$ cat config.mk
export PLATFORM = sky130hd
export DESIGN_NAME = adc_scan_ctrl
export DESIGN_NICKNAME = d
export VERILOG_FILES = /design/src/rtl/adc_scan_pkg.sv /design/src/rtl/adc_scan_divider.sv /design/src/rtl/adc_scan_chansel.sv /design/src/rtl/adc_scan_shifter.sv /design/src/rtl/adc_scan_ctrl.sv
export SDC_FILE = /design/constraint.sdc
export NUM_CORES = 1
export LEC_CHECK = 0
export ABC_AREA = 1
export BUFFER_PORTS_ARGS = -buffer_cell sky130_fd_sc_hd__clkbuf_2
export CORE_MARGIN = 2
export CORE_UTILIZATION = 58
export DETAILED_ROUTE_END_ITERATION = 6
export PLACE_DENSITY = 0.9
export SETUP_SLACK_MARGIN = 0.02
export SLEW_MARGIN = 20
export SYNTH_ARGS = -nofsm -noshare
export SYNTH_HDL_FRONTEND = slang
export SYNTH_SLANG_ARGS = --single-unit
export TNS_END_PERCENT = 100
$ cat constraint.sdc
create_clock -name clk -period 2.31 [get_ports clk]
set_input_delay 0 -clock clk [delete_from_list [all_inputs] [get_ports clk]]
set_output_delay 0 -clock clk [all_outputs]
set_load 0.01 [all_outputs]
$ cat src/rtl/adc_scan_pkg.sv
package adc_scan_pkg;
  typedef enum logic [2:0] {
    ST_IDLE,   // chip select high, waiting for run and a channel
    ST_LEAD,   // chip select low, clock held high before first fall
    ST_LOW,    // serial clock low phase
    ST_HIGH,   // serial clock high phase
    ST_GAP     // burst framing: chip select high between frames
  } scan_state_t;
endpackage

$ cat src/rtl/adc_scan_divider.sv
module adc_scan_divider #(
  parameter int HALF_CLKS = 4,
  localparam int HALF_W = $clog2(HALF_CLKS + 1)
) (
  input  logic clk,
  input  logic rst_n,
  input  logic en,
  output logic tick
);
  logic [HALF_W-1:0] cnt;

  assign tick = en && (cnt == HALF_W'(HALF_CLKS - 1));

  always_ff @(posedge clk) begin
    if (!rst_n || !en || tick) cnt <= '0;
    else                       cnt <= cnt + 1'b1;
  end
endmodule

$ cat src/rtl/adc_scan_chansel.sv
module adc_scan_chansel #(
  parameter int NUM_CH = 8,
  localparam int CH_W = $clog2(NUM_CH)
) (
  input  logic [NUM_CH-1:0] mask,
  input  logic [CH_W-1:0]   last,
  output logic [CH_W-1:0]   next_ch,
  output logic              any_en
);
  // Nearest enabled channel after 'last', wrapping; smallest offset wins.
  function automatic logic [CH_W-1:0] pick_next(input logic [NUM_CH-1:0] m,
                                               input logic [CH_W-1:0] from);
    logic [CH_W-1:0] pick;
    int idx;
    pick = from;
    for (int off = NUM_CH; off >= 1; off--) begin
      idx = (int'(from) + off) % NUM_CH;
      if (m[CH_W'(idx)]) pick = CH_W'(idx);
    end
    return pick;
  endfunction

  assign next_ch = pick_next(mask, last);
  assign any_en  = |mask;
endmodule

$ cat src/rtl/adc_scan_shifter.sv
module adc_scan_shifter #(
  parameter int WORD_W = 16
) (
  input  logic              clk,
  input  logic              rst_n,
  input  logic              shift,
  input  logic              din,
  output logic [WORD_W-1:0] word_now
);
  logic [WORD_W-2:0] sh;

  // word_now includes the bit being sampled in this cycle
  assign word_now = {sh, din};

  always_ff @(posedge clk) begin
    if (!rst_n)     sh <= '0;
    else if (shift) sh <= word_now[WORD_W-2:0];
  end
endmodule

$ cat src/rtl/adc_scan_ctrl.sv
module adc_scan_ctrl
  import adc_scan_pkg::*;
#(
  parameter int NUM_CH    = 8,
  parameter int CODE_W    = 12,
  parameter int LEAD_W    = 4,
  parameter int CTRL_W    = 8,
  parameter int ADDR_LSB  = 3,
  parameter int HALF_CLKS = 4,
  parameter int GAP_CLKS  = 8,
  localparam int CH_W   = $clog2(NUM_CH),
  localparam int WORD_W = LEAD_W + CODE_W,
  localparam int BIT_W  = $clog2(WORD_W),
  localparam int GAP_W  = $clog2(GAP_CLKS + 1)
) (
  input  logic              clk,
  input  logic              rst_n,
  input  logic              run,
  input  logic              burst_mode,
  input  logic [NUM_CH-1:0] chan_mask,
  output logic              spi_cs_n,
  output logic              spi_sclk,
  output logic              spi_mosi,
  input  logic              spi_miso,
  output logic              res_valid,
  output logic [CH_W-1:0]   res_chan,
  output logic [CODE_W-1:0] res_code,
  output logic              res_err
);
  localparam logic [BIT_W-1:0] LAST_BIT = BIT_W'(WORD_W - 1);

  // Control bit to present after falling edge idx (0-based) for channel ch
  function automatic logic ctrl_bit(input logic [BIT_W-1:0] idx,
                                    input logic [CH_W-1:0] ch);
    int pos;
    pos = CTRL_W - 1 - int'(idx);
    if (pos >= ADDR_LSB && pos < ADDR_LSB + CH_W) return ch[CH_W'(pos - ADDR_LSB)];
    return 1'b0;
  endfunction

  scan_state_t       state;
  logic [BIT_W-1:0]  bit_cnt;
  logic [GAP_W-1:0]  gap_cnt;
  logic [CH_W-1:0]   cur_ch, prev_ch;
  logic              dummy_frame;

  // Named internal events
  logic              half_tick, frame_done, frame_end, keep_going, any_en;
  logic [CH_W-1:0]   next_ch, search_from;
  logic [WORD_W-1:0] word_now;

  assign frame_done  = (state == ST_LOW)  && half_tick && (bit_cnt == LAST_BIT);
  assign frame_end   = (state == ST_HIGH) && half_tick && (bit_cnt == LAST_BIT);
  assign keep_going  = run && any_en;
  assign search_from = (state == ST_IDLE) ? CH_W'(NUM_CH - 1) : cur_ch;

  adc_scan_divider #(.HALF_CLKS(HALF_CLKS)) u_div (
    .clk  (clk),
    .rst_n(rst_n),
    .en   (state == ST_LEAD || state == ST_LOW || state == ST_HIGH),
    .tick (half_tick)
  );

  adc_scan_chansel #(.NUM_CH(NUM_CH)) u_sel (
    .mask   (chan_mask),
    .last   (search_from),
    .next_ch(next_ch),
    .any_en (any_en)
  );

  adc_scan_shifter #(.WORD_W(WORD_W)) u_shift (
    .clk     (clk),
    .rst_n   (rst_n),
    .shift   ((state == ST_LOW) && half_tick),
    .din     (spi_miso),
    .word_now(word_now)
  );

  always_ff @(posedge clk) begin
    if (!rst_n) begin
      state       <= ST_IDLE;
      spi_cs_n    <= 1'b1;
      spi_sclk    <= 1'b1;
      spi_mosi    <= 1'b0;
      bit_cnt     <= '0;
      gap_cnt     <= '0;
      cur_ch      <= '0;
      prev_ch     <= '0;
      dummy_frame <= 1'b0;
      res_valid   <= 1'b0;
      res_chan    <= '0;
      res_code    <= '0;
      res_err     <= 1'b0;
    end else begin
      res_valid <= 1'b0;
      // Result of frame k belongs to the address sent in frame k-1
      if (frame_done) begin
        if (!dummy_frame) begin
          res_valid <= 1'b1;
          res_chan  <= prev_ch;
          res_code  <= word_now[CODE_W-1:0];
          res_err   <= |word_now[WORD_W-1:CODE_W];
        end
        prev_ch     <= cur_ch;
        dummy_frame <= 1'b0;
      end
      case (state)
        ST_IDLE: if (keep_going) begin
          cur_ch      <= next_ch;
          dummy_frame <= 1'b1;
          spi_cs_n    <= 1'b0;
          state       <= ST_LEAD;
        end
        ST_LEAD: if (half_tick) begin
          state    <= ST_LOW;
          spi_sclk <= 1'b0;
          bit_cnt  <= '0;
          spi_mosi <= ctrl_bit('0, cur_ch);
        end
        ST_LOW: if (half_tick) begin
          state    <= ST_HIGH;
          spi_sclk <= 1'b1;
        end
        ST_HIGH: if (half_tick) begin
          if (!frame_end) begin
            bit_cnt  <= bit_cnt + 1'b1;
            spi_sclk <= 1'b0;
            state    <= ST_LOW;
            spi_mosi <= ctrl_bit(bit_cnt + 1'b1, cur_ch);
          end else if (!keep_going) begin
            state    <= ST_IDLE;
            spi_cs_n <= 1'b1;
            spi_mosi <= 1'b0;
          end else if (!burst_mode) begin
            cur_ch   <= next_ch;
            bit_cnt  <= '0;
            spi_sclk <= 1'b0;
            state    <= ST_LOW;
            spi_mosi <= ctrl_bit('0, next_ch);
          end else begin
            state    <= ST_GAP;
            spi_cs_n <= 1'b1;
            spi_mosi <= 1'b0;
            gap_cnt  <= '0;
          end
        end
        ST_GAP: begin
          if (gap_cnt == GAP_W'(GAP_CLKS - 1)) begin
            if (keep_going) begin
              cur_ch   <= next_ch;
              spi_cs_n <= 1'b0;
              state    <= ST_LEAD;
            end else begin
              state <= ST_IDLE;
            end
          end else begin
            gap_cnt <= gap_cnt + 1'b1;
          end
        end
        default: state <= ST_IDLE;
      endcase
    end
  end
endmodule

Yosys cells after proc, flatten, opt, wreduce, memory -nomap -nowiden --
Index checks and enable logic that the tools add are counted.
Storage, ports and cells: flip-flop bits (word level) 56, output and inout port bits 20, word-level logic and storage cells 182
Cells by class: add/subtract/negate cells 13, $lt $le $gt $ge 11, equal/unequal tests 20, muxes and demuxes 93, bitwise gates (word level) 1, reductions and logical operators 29
Operators by type and width (number):
- two-way mux 3 bit | 23
- two-way mux 1 bit | 44
- < comparator 3 x 5 -> 1 bit (second input constant) | 8
- two-way mux 4 bit | 10
- binary-select mux 1 bit (select 3 bit) | 8
- != test 2 bit (second input constant) | 10
- AND reduction 6 bit | 3
- case mux 4 bit (2 select lines) | 2
- case mux 3 bit (5 select lines) | 1
- AND reduction 5 bit | 3
- adder 3 bit (second input constant) | 4
- adder 3 x 1 -> 3 bit (second input constant) | 3
- equality test 3 x 2 -> 1 bit (second input constant) | 3
- != test 3 bit (second input constant) | 3
- case mux 3 bit (3 select lines) | 1
- adder 4 x 1 -> 4 bit (second input constant) | 2
- OR reduction 8 bit | 1
- logical AND 1 bit | 7
- adder 3 x 2 -> 3 bit (second input constant) | 2
- case mux 1 bit (3 select lines) | 2
- nonzero test 3 bit | 2
- greater-or-equal comparator 5 x 3 -> 1 bit (second input constant) | 1
- < comparator 5 x 4 -> 1 bit (second input constant) | 1
- subtractor 3 x 4 -> 5 bit (first input constant) | 1
- 16 further kinds | 22

Logic depth before layout (Yosys ltp) --
depth in word-level cells 19, gate-level depth with buffers 19, depth with buffers taken out 18

By module --
A second synthesis with hierarchy kept.
Unflattened totals: cell total of the unflattened synthesis 509, area total of the unflattened synthesis 3293.2 µm²
By module, submodules not included:
- adc_scan_ctrl | instances 1, cells each 272, area each 1875.5 µm², seq. area each 760.7 µm²
- adc_scan_chansel | instances 1, cells each 128, area each 651.9 µm², seq. area each 0.0 µm²
- adc_scan_shifter | instances 1, cells each 95, area each 640.6 µm², seq. area each 300.3 µm²
- adc_scan_divider | instances 1, cells each 14, area each 125.1 µm², seq. area each 60.1 µm²

Worst setup path before layout --
No wires, ideal clock.
path type register to register, start point reg state[0], end point reg cur_ch[1], library setup time 118 ps, arrival time 1947 ps, required time 2192 ps, slack 246 ps, stages on the path, launching flop included 19, buffers on the path 1, period minus slack after synthesis 2064 ps, path through dfxtp_1 > nor2_4 > nand2_8 > nand2_4 > buf_6 > inv_1 > ha_1 > xor2_1 > nand3_1 > nand3_1 > nand2_1 > nand2_1 > nand3_1 > nand2_1 > nand2_1 > nand2_1 > nand2_1 > nand2_1 > a21oi_2
Between the ends: cells in the longest elaborated chain, start to end 19, elaborated cells on any way between the ends 65, classes of those cells add/sub (8); eq/ne (9); mux (40); reduce/logical (8)
RTL lines:
- start: declaration | RTL line adc_scan_ctrl.sv:41 | scan_state_t state;
- start signal: assignment | RTL line adc_scan_ctrl.sv:81 | state <= ST_IDLE;
- start signal: assignment | RTL line adc_scan_ctrl.sv:112 | state <= ST_LEAD;
- start signal: assignment | RTL line adc_scan_ctrl.sv:115 | state <= ST_LOW;
- zero test 3 bit | RTL line adc_scan_ctrl.sv:55, adc_scan_ctrl.sv:107
- two-way mux 3 bit | RTL line adc_scan_ctrl.sv:55 | assign search_from = (state == ST_IDLE) ? CH_W'(NUM_CH - 1) : cur_ch;
- adder 3 x 1 -> 3 bit | RTL line adc_scan_chansel.sv:17 | idx = (int'(from) + off) % NUM_CH;
- binary-select mux 1 bit (select 3 bit) | RTL line adc_scan_chansel.sv:18 | if (m[CH_W'(idx)]) pick = CH_W'(idx);
- two-way mux 1 bit (implied by the code) (2 in a row) | RTL line adc_scan_chansel.sv:18
- two-way mux 3 bit (8 in a row) | RTL line adc_scan_chansel.sv:18
- two-way mux 3 bit | RTL line adc_scan_ctrl.sv:134 | end else if (!burst_mode) begin
- two-way mux 3 bit | RTL line adc_scan_ctrl.sv:130 | end else if (!keep_going) begin
- two-way mux 3 bit | RTL line adc_scan_ctrl.sv:125 | if (!frame_end) begin
- two-way mux 3 bit | RTL line adc_scan_ctrl.sv:124 | ST_HIGH: if (half_tick) begin
- case mux 3 bit (3 select lines) | RTL line adc_scan_ctrl.sv:107 | case (state)
- end signal: assignment | RTL line adc_scan_ctrl.sv:109 | cur_ch <= next_ch;
- end signal: assignment | RTL line adc_scan_ctrl.sv:135 | cur_ch <= next_ch;
- end signal: assignment | RTL line adc_scan_ctrl.sv:150 | cur_ch <= next_ch;
- end: declaration | RTL line adc_scan_ctrl.sv:44 | logic [CH_W-1:0] cur_ch, prev_ch;
Parallel ways exist; a longest one is shown, timed or not. The select of a mux whose other input is x is not followed. A chain may end at the register's enable or synchronous reset.

Worst setup path after layout --
start point reg state[0], end point reg cur_ch[0]
Same word-level chain as after synthesis.

==> summary.md <==
| Metric | Value |
|---|---|
| Inserted Clock Buffers | 5 |
| Filler cell count in the final layout | roughly 380 |
| Met2 wire len | around 3200 µm |
| Die Area | 5628 µm² |
| TritonCTS clock tree | built |
| Final GP Congestion | around 0.94 |
| Post-synth EDFFs | 0 |
| Initial drt markers | 352 |
| CP max stage delay | 0.37 ns |
| Clk slew on worst S/H paths | roughly 0.10 ns |
| CP max stage cell | dfxtp_2 |
| Post-Syn Area per Cell | ~7 µm² |
| Layout area overhead | 15.78% |
| Dpl ws | 0.03124 ns |
| Post-Synthesis Cells | between 400 and 500 |
| Clk sinks | 56 |
| Final ANT Viol Nets | 0 |
| N_diodes | 0 |
| Syn_nets | around 440 |
| Sw frac | between 40% and 50% |
| Critical R2R Capture | cur_ch[0]$_SDFFE_PN0P_ |
| Internal power | 2.309 mW |
| Placement Cell Area | 3147 µm² |
| Vias in the first global route | 2489 |
| Final Slew Violations | 0 |
| Final setup fails | 0 |
| Final min period | about 2.2 ns |
| Row cnt | 25 |
| H-tree levels | 2 |
| Most used flip-flop cell after synthesis | dfxtp_1 |
| Vias per cell | between 5 and 6 |
| Sequential power share | about 25% |
| Most used cell, CP | nand2_1 |
| Post-synthesis cell type count | 39 |
| Core ar. | roughly 4800 µm² |
| Routed Wire Length | about 7000 µm |
| Hold Crit Endpoint | spi_cs_n$_SDFFE_PN1P_ |
| Drt pass-1 iters | 6 |
| Die Span Y | ~75 µm |
| Clk_skew | 0.007991 ns |
| First-pass GRT wire length | around 11000 µm |
| Dpl hpwl | approximately 4700 µm |
| Setup CP Type | flip-flop to flip-flop |
| Peak supply drop | between 0.6 and 0.7 mV |
| CP Launch Type | flip-flop |
| Final hold violation count | 0 |
| CP Cell Sequence | nor2_4, nand2_8, nand2_8, inv_1, ha_2, xor2_2, nand3_1, nand2_1, o21ai_1, nand2_1, nand2_1, nand2_1, nand2_1, nand2_1, a31oi_1 |
| CTS root buf | clkbuf_8 |
| CP Max Fanout | 12 |
| Share of cells above drive strength 1 | a little under a fifth |
| Largest net degree at the start of global routing | 36 |
| Metal-1 WL | ~3000 µm |
| Power per cell area | roughly 1300 nW/µm² |
| Final Cell Area | around 3400 µm² |
| Finished Layout Cells | 528 |
| Top Layer Used | met4 |
| Clock insertion delay at the later pin of the skew report | approximately 0.32 ns |
| R2R setup slack | roughly 0.15 ns |
| Nets@finish | 480 |
| Seq cells post-synth | 56 |
| Switch Pwr | 2.144 mW |
| Async S/R FF share, synth | 0% |
| Gr usage total | 24.51% |
| Setup TNS | 0 ns |
| Syn Std Cell Area | around 2900 µm² |
| Crit path DAT | between 2 and 2.5 ns |
| RSZ-0062 raised after global routing | yes |
| Reg2reg start | state[0]$_SDFFE_PN0P_ |
| Status | complete, no violations |
| Worst reg-to-reg path cell count | 15 |
| WHS | 0.03668 ns |
| Relative slew slack | slightly above 70% |
| Leakage power | 1.576 nW |
| Worst setup EP type | flip-flop |
| Min-Delay Startpoint | rst_n |
| Hold Crit Depth | 2 |
| IO Pins | 33 |
| Fin crit share | 93.31% |
| Clock Power Share | 14.8% |
| Synthesis Warnings | 0 |
| Met3 wire length | between 500 and 600 µm |
| Initial core utilization | 61.12% |
| CTS Buffer Depth | 2 |
| Fmax | ~460 MHz |
| Worst setup margin | about 0.15 ns |
| IO buf count | 32 |
| Vias | a little under 3000 |
| Drt wl/cell | 13.17 µm |
| Die Wd | between 70 and 80 µm |
| Maximum Capacitance Violations | 0 |
| Comb power frac | 60.7% |
| CP Data Required Time | roughly 2.6 ns |
| Antenna violations before repair | 0 |
| Worst Tran Pin Value | just over 0.4 ns |
| Register area share after synthesis | about two fifths |
| Grt ovf | 0 |
| Number of remaining DRC errors | 0 |
| Placed insts | roughly 510 |
| Hold Path Class | primary input to flip-flop |
[critical path, delay by kind of cell (launching register included)]
family	cells	cell delay, ns
simple gates	10	0.93
compound gates	2	0.26
flops	1	0.37
buf+inv	1	0.09
xor+xnor	1	0.19
fa+ha+maj	1	0.22
[how the worst max path moves through the flow]
| stage | cells after the start | slack (ns) | endpoint | from |
|---|---|---|---|---|
| after global routing | 17 | -0.01 | cur_ch[2]$_SDFFE_PN0P_ | state[0]$_SDFFE_PN0P_ |
| after detailed placement | 17 | 0.03 | cur_ch[1]$_SDFFE_PN0P_ | state[0]$_SDFFE_PN0P_ |
| final | 15 | 0.15 | cur_ch[0]$_SDFFE_PN0P_ | state[0]$_SDFFE_PN0P_ |
| after CTS | 16 | 0.06 | cur_ch[1]$_SDFFE_PN0P_ | state[0]$_SDFFE_PN0P_ |
| after global placement | 17 | 0.13 | cur_ch[2]$_SDFFE_PN0P_ | state[0]$_SDFFE_PN0P_ |
| after floorplan | 18 | 0.25 | cur_ch[1]$_SDFFE_PN0P_ | state[0]$_SDFFE_PN0P_ |
[logic make-up (layout without fill, tap and decap cells)]
logic type / count (synthesis) / count (layout) / share of synthesized area, %
DFF: 56 / 56 / 38.32
buffers and inverters: 71 / 114 / 9.752
and+or+nand+nor: 182 / 182 / 29.00
AOI/OAI and AO/OA: 97 / 97 / 18.43
adders and majority gates: 7 / 7 / 2.994
xor gates and xnor gates: 5 / 5 / 1.497
[synthesized netlist by cell type (4+ instances only)]
cell      count  area share [%]
ha_1          7             3.0
nand3_1      43             7.4
o21ai_0      42             7.2
a21oi_1      37             6.3
dfxtp_1      56              38
nor3_1        6             1.0
nor2_1       40             5.1
inv_1        49             6.3
clkbuf_1      4            0.51
nor2_4        4             1.5
inv_2        10             1.3
nand2_1      73             9.4
o21ai_1       5            0.86
[placed cells by master, fill, tap and decap left out, types with 5 or more instances in the layout]
| cell type | count |
|---|---|
| nand3_1 | 43 |
| clkbuf_8 | 5 |
| inv_1 | 49 |
| o21ai_1 | 5 |
| a21oi_1 | 37 |
| nor3_1 | 6 |
| nor2_1 | 39 |
| inv_2 | 10 |
| dfxtp_1 | 54 |
| nand2_1 | 73 |
| buf_4 | 13 |
| o21ai_0 | 42 |
| clkbuf_2 | 32 |
[stage by stage]
| step | utilization (%) | total power, mW |
|---|---|---|
| 6_report | 70.77 | 4.453 |
| 5_1_grt | 70.77 | 4.782 |
| 4_1_cts | 68.52 | 4.075 |
| 3_3_place_gp | 65.75 | 3.357 |
| 2_1_floorplan | - | 3.021 |
| 3_5_place_dp | 65.75 | 3.398 |
[flip-flops by register name (all words and copies together) (netlist names), 3 cells and up]
| name | flops |
|---|---|
| bit_cnt | 4 |
| cur_ch | 3 |
| gap_cnt | 4 |
| prev_ch | 3 |
| res_chan | 3 |
| res_code | 12 |
| state | 3 |
| u_div.cnt | 3 |
| u_shift.sh | 15 |
[what timing repair did]
action                                  CTS  global route
endpoints found under the setup margin    2             3
pin swaps                                 1             4
setup buffers                             1             7
endpoints found under the hold margin     2             0
gates resized for setup                   0            10
hold buffers                              1             0
[metal layers]
layer / vias up / track usage (%)
met3: 28 / 4.953
met4: 0 / 6.944
met2: 164 / 40.94
met1: 1318 / 32.25
met5: - / 0
li1: 1455 / -
[layout make-up]
| cell class | instances | area [µm²] | share of cell area [%] |
|---|---|---|---|
| sequential | 56 | 1124 | 33.17 |
| tap | 67 | 83.83 | 2.475 |
| multi-input combinational | 291 | 1572 | 46.40 |
| clock buffer | 5 | 68.82 | 2.032 |
| inverter | 60 | 225.2 | 6.649 |
| clock inverter | 3 | 46.29 | 1.367 |
| timing repair buffer | 46 | 267.8 | 7.905 |
[power groups by stage]
stage,Combinational (mW),Clock [mW],Sequential [mW]
after global routing,2.97,0.711,1.10
after floorplan,1.92,0,1.10
after detailed placement,2.29,0,1.11
final,2.70,0.659,1.09
after CTS,2.32,0.669,1.09
after global placement,2.25,0,1.10
Power figures use the tool's default switching activity.
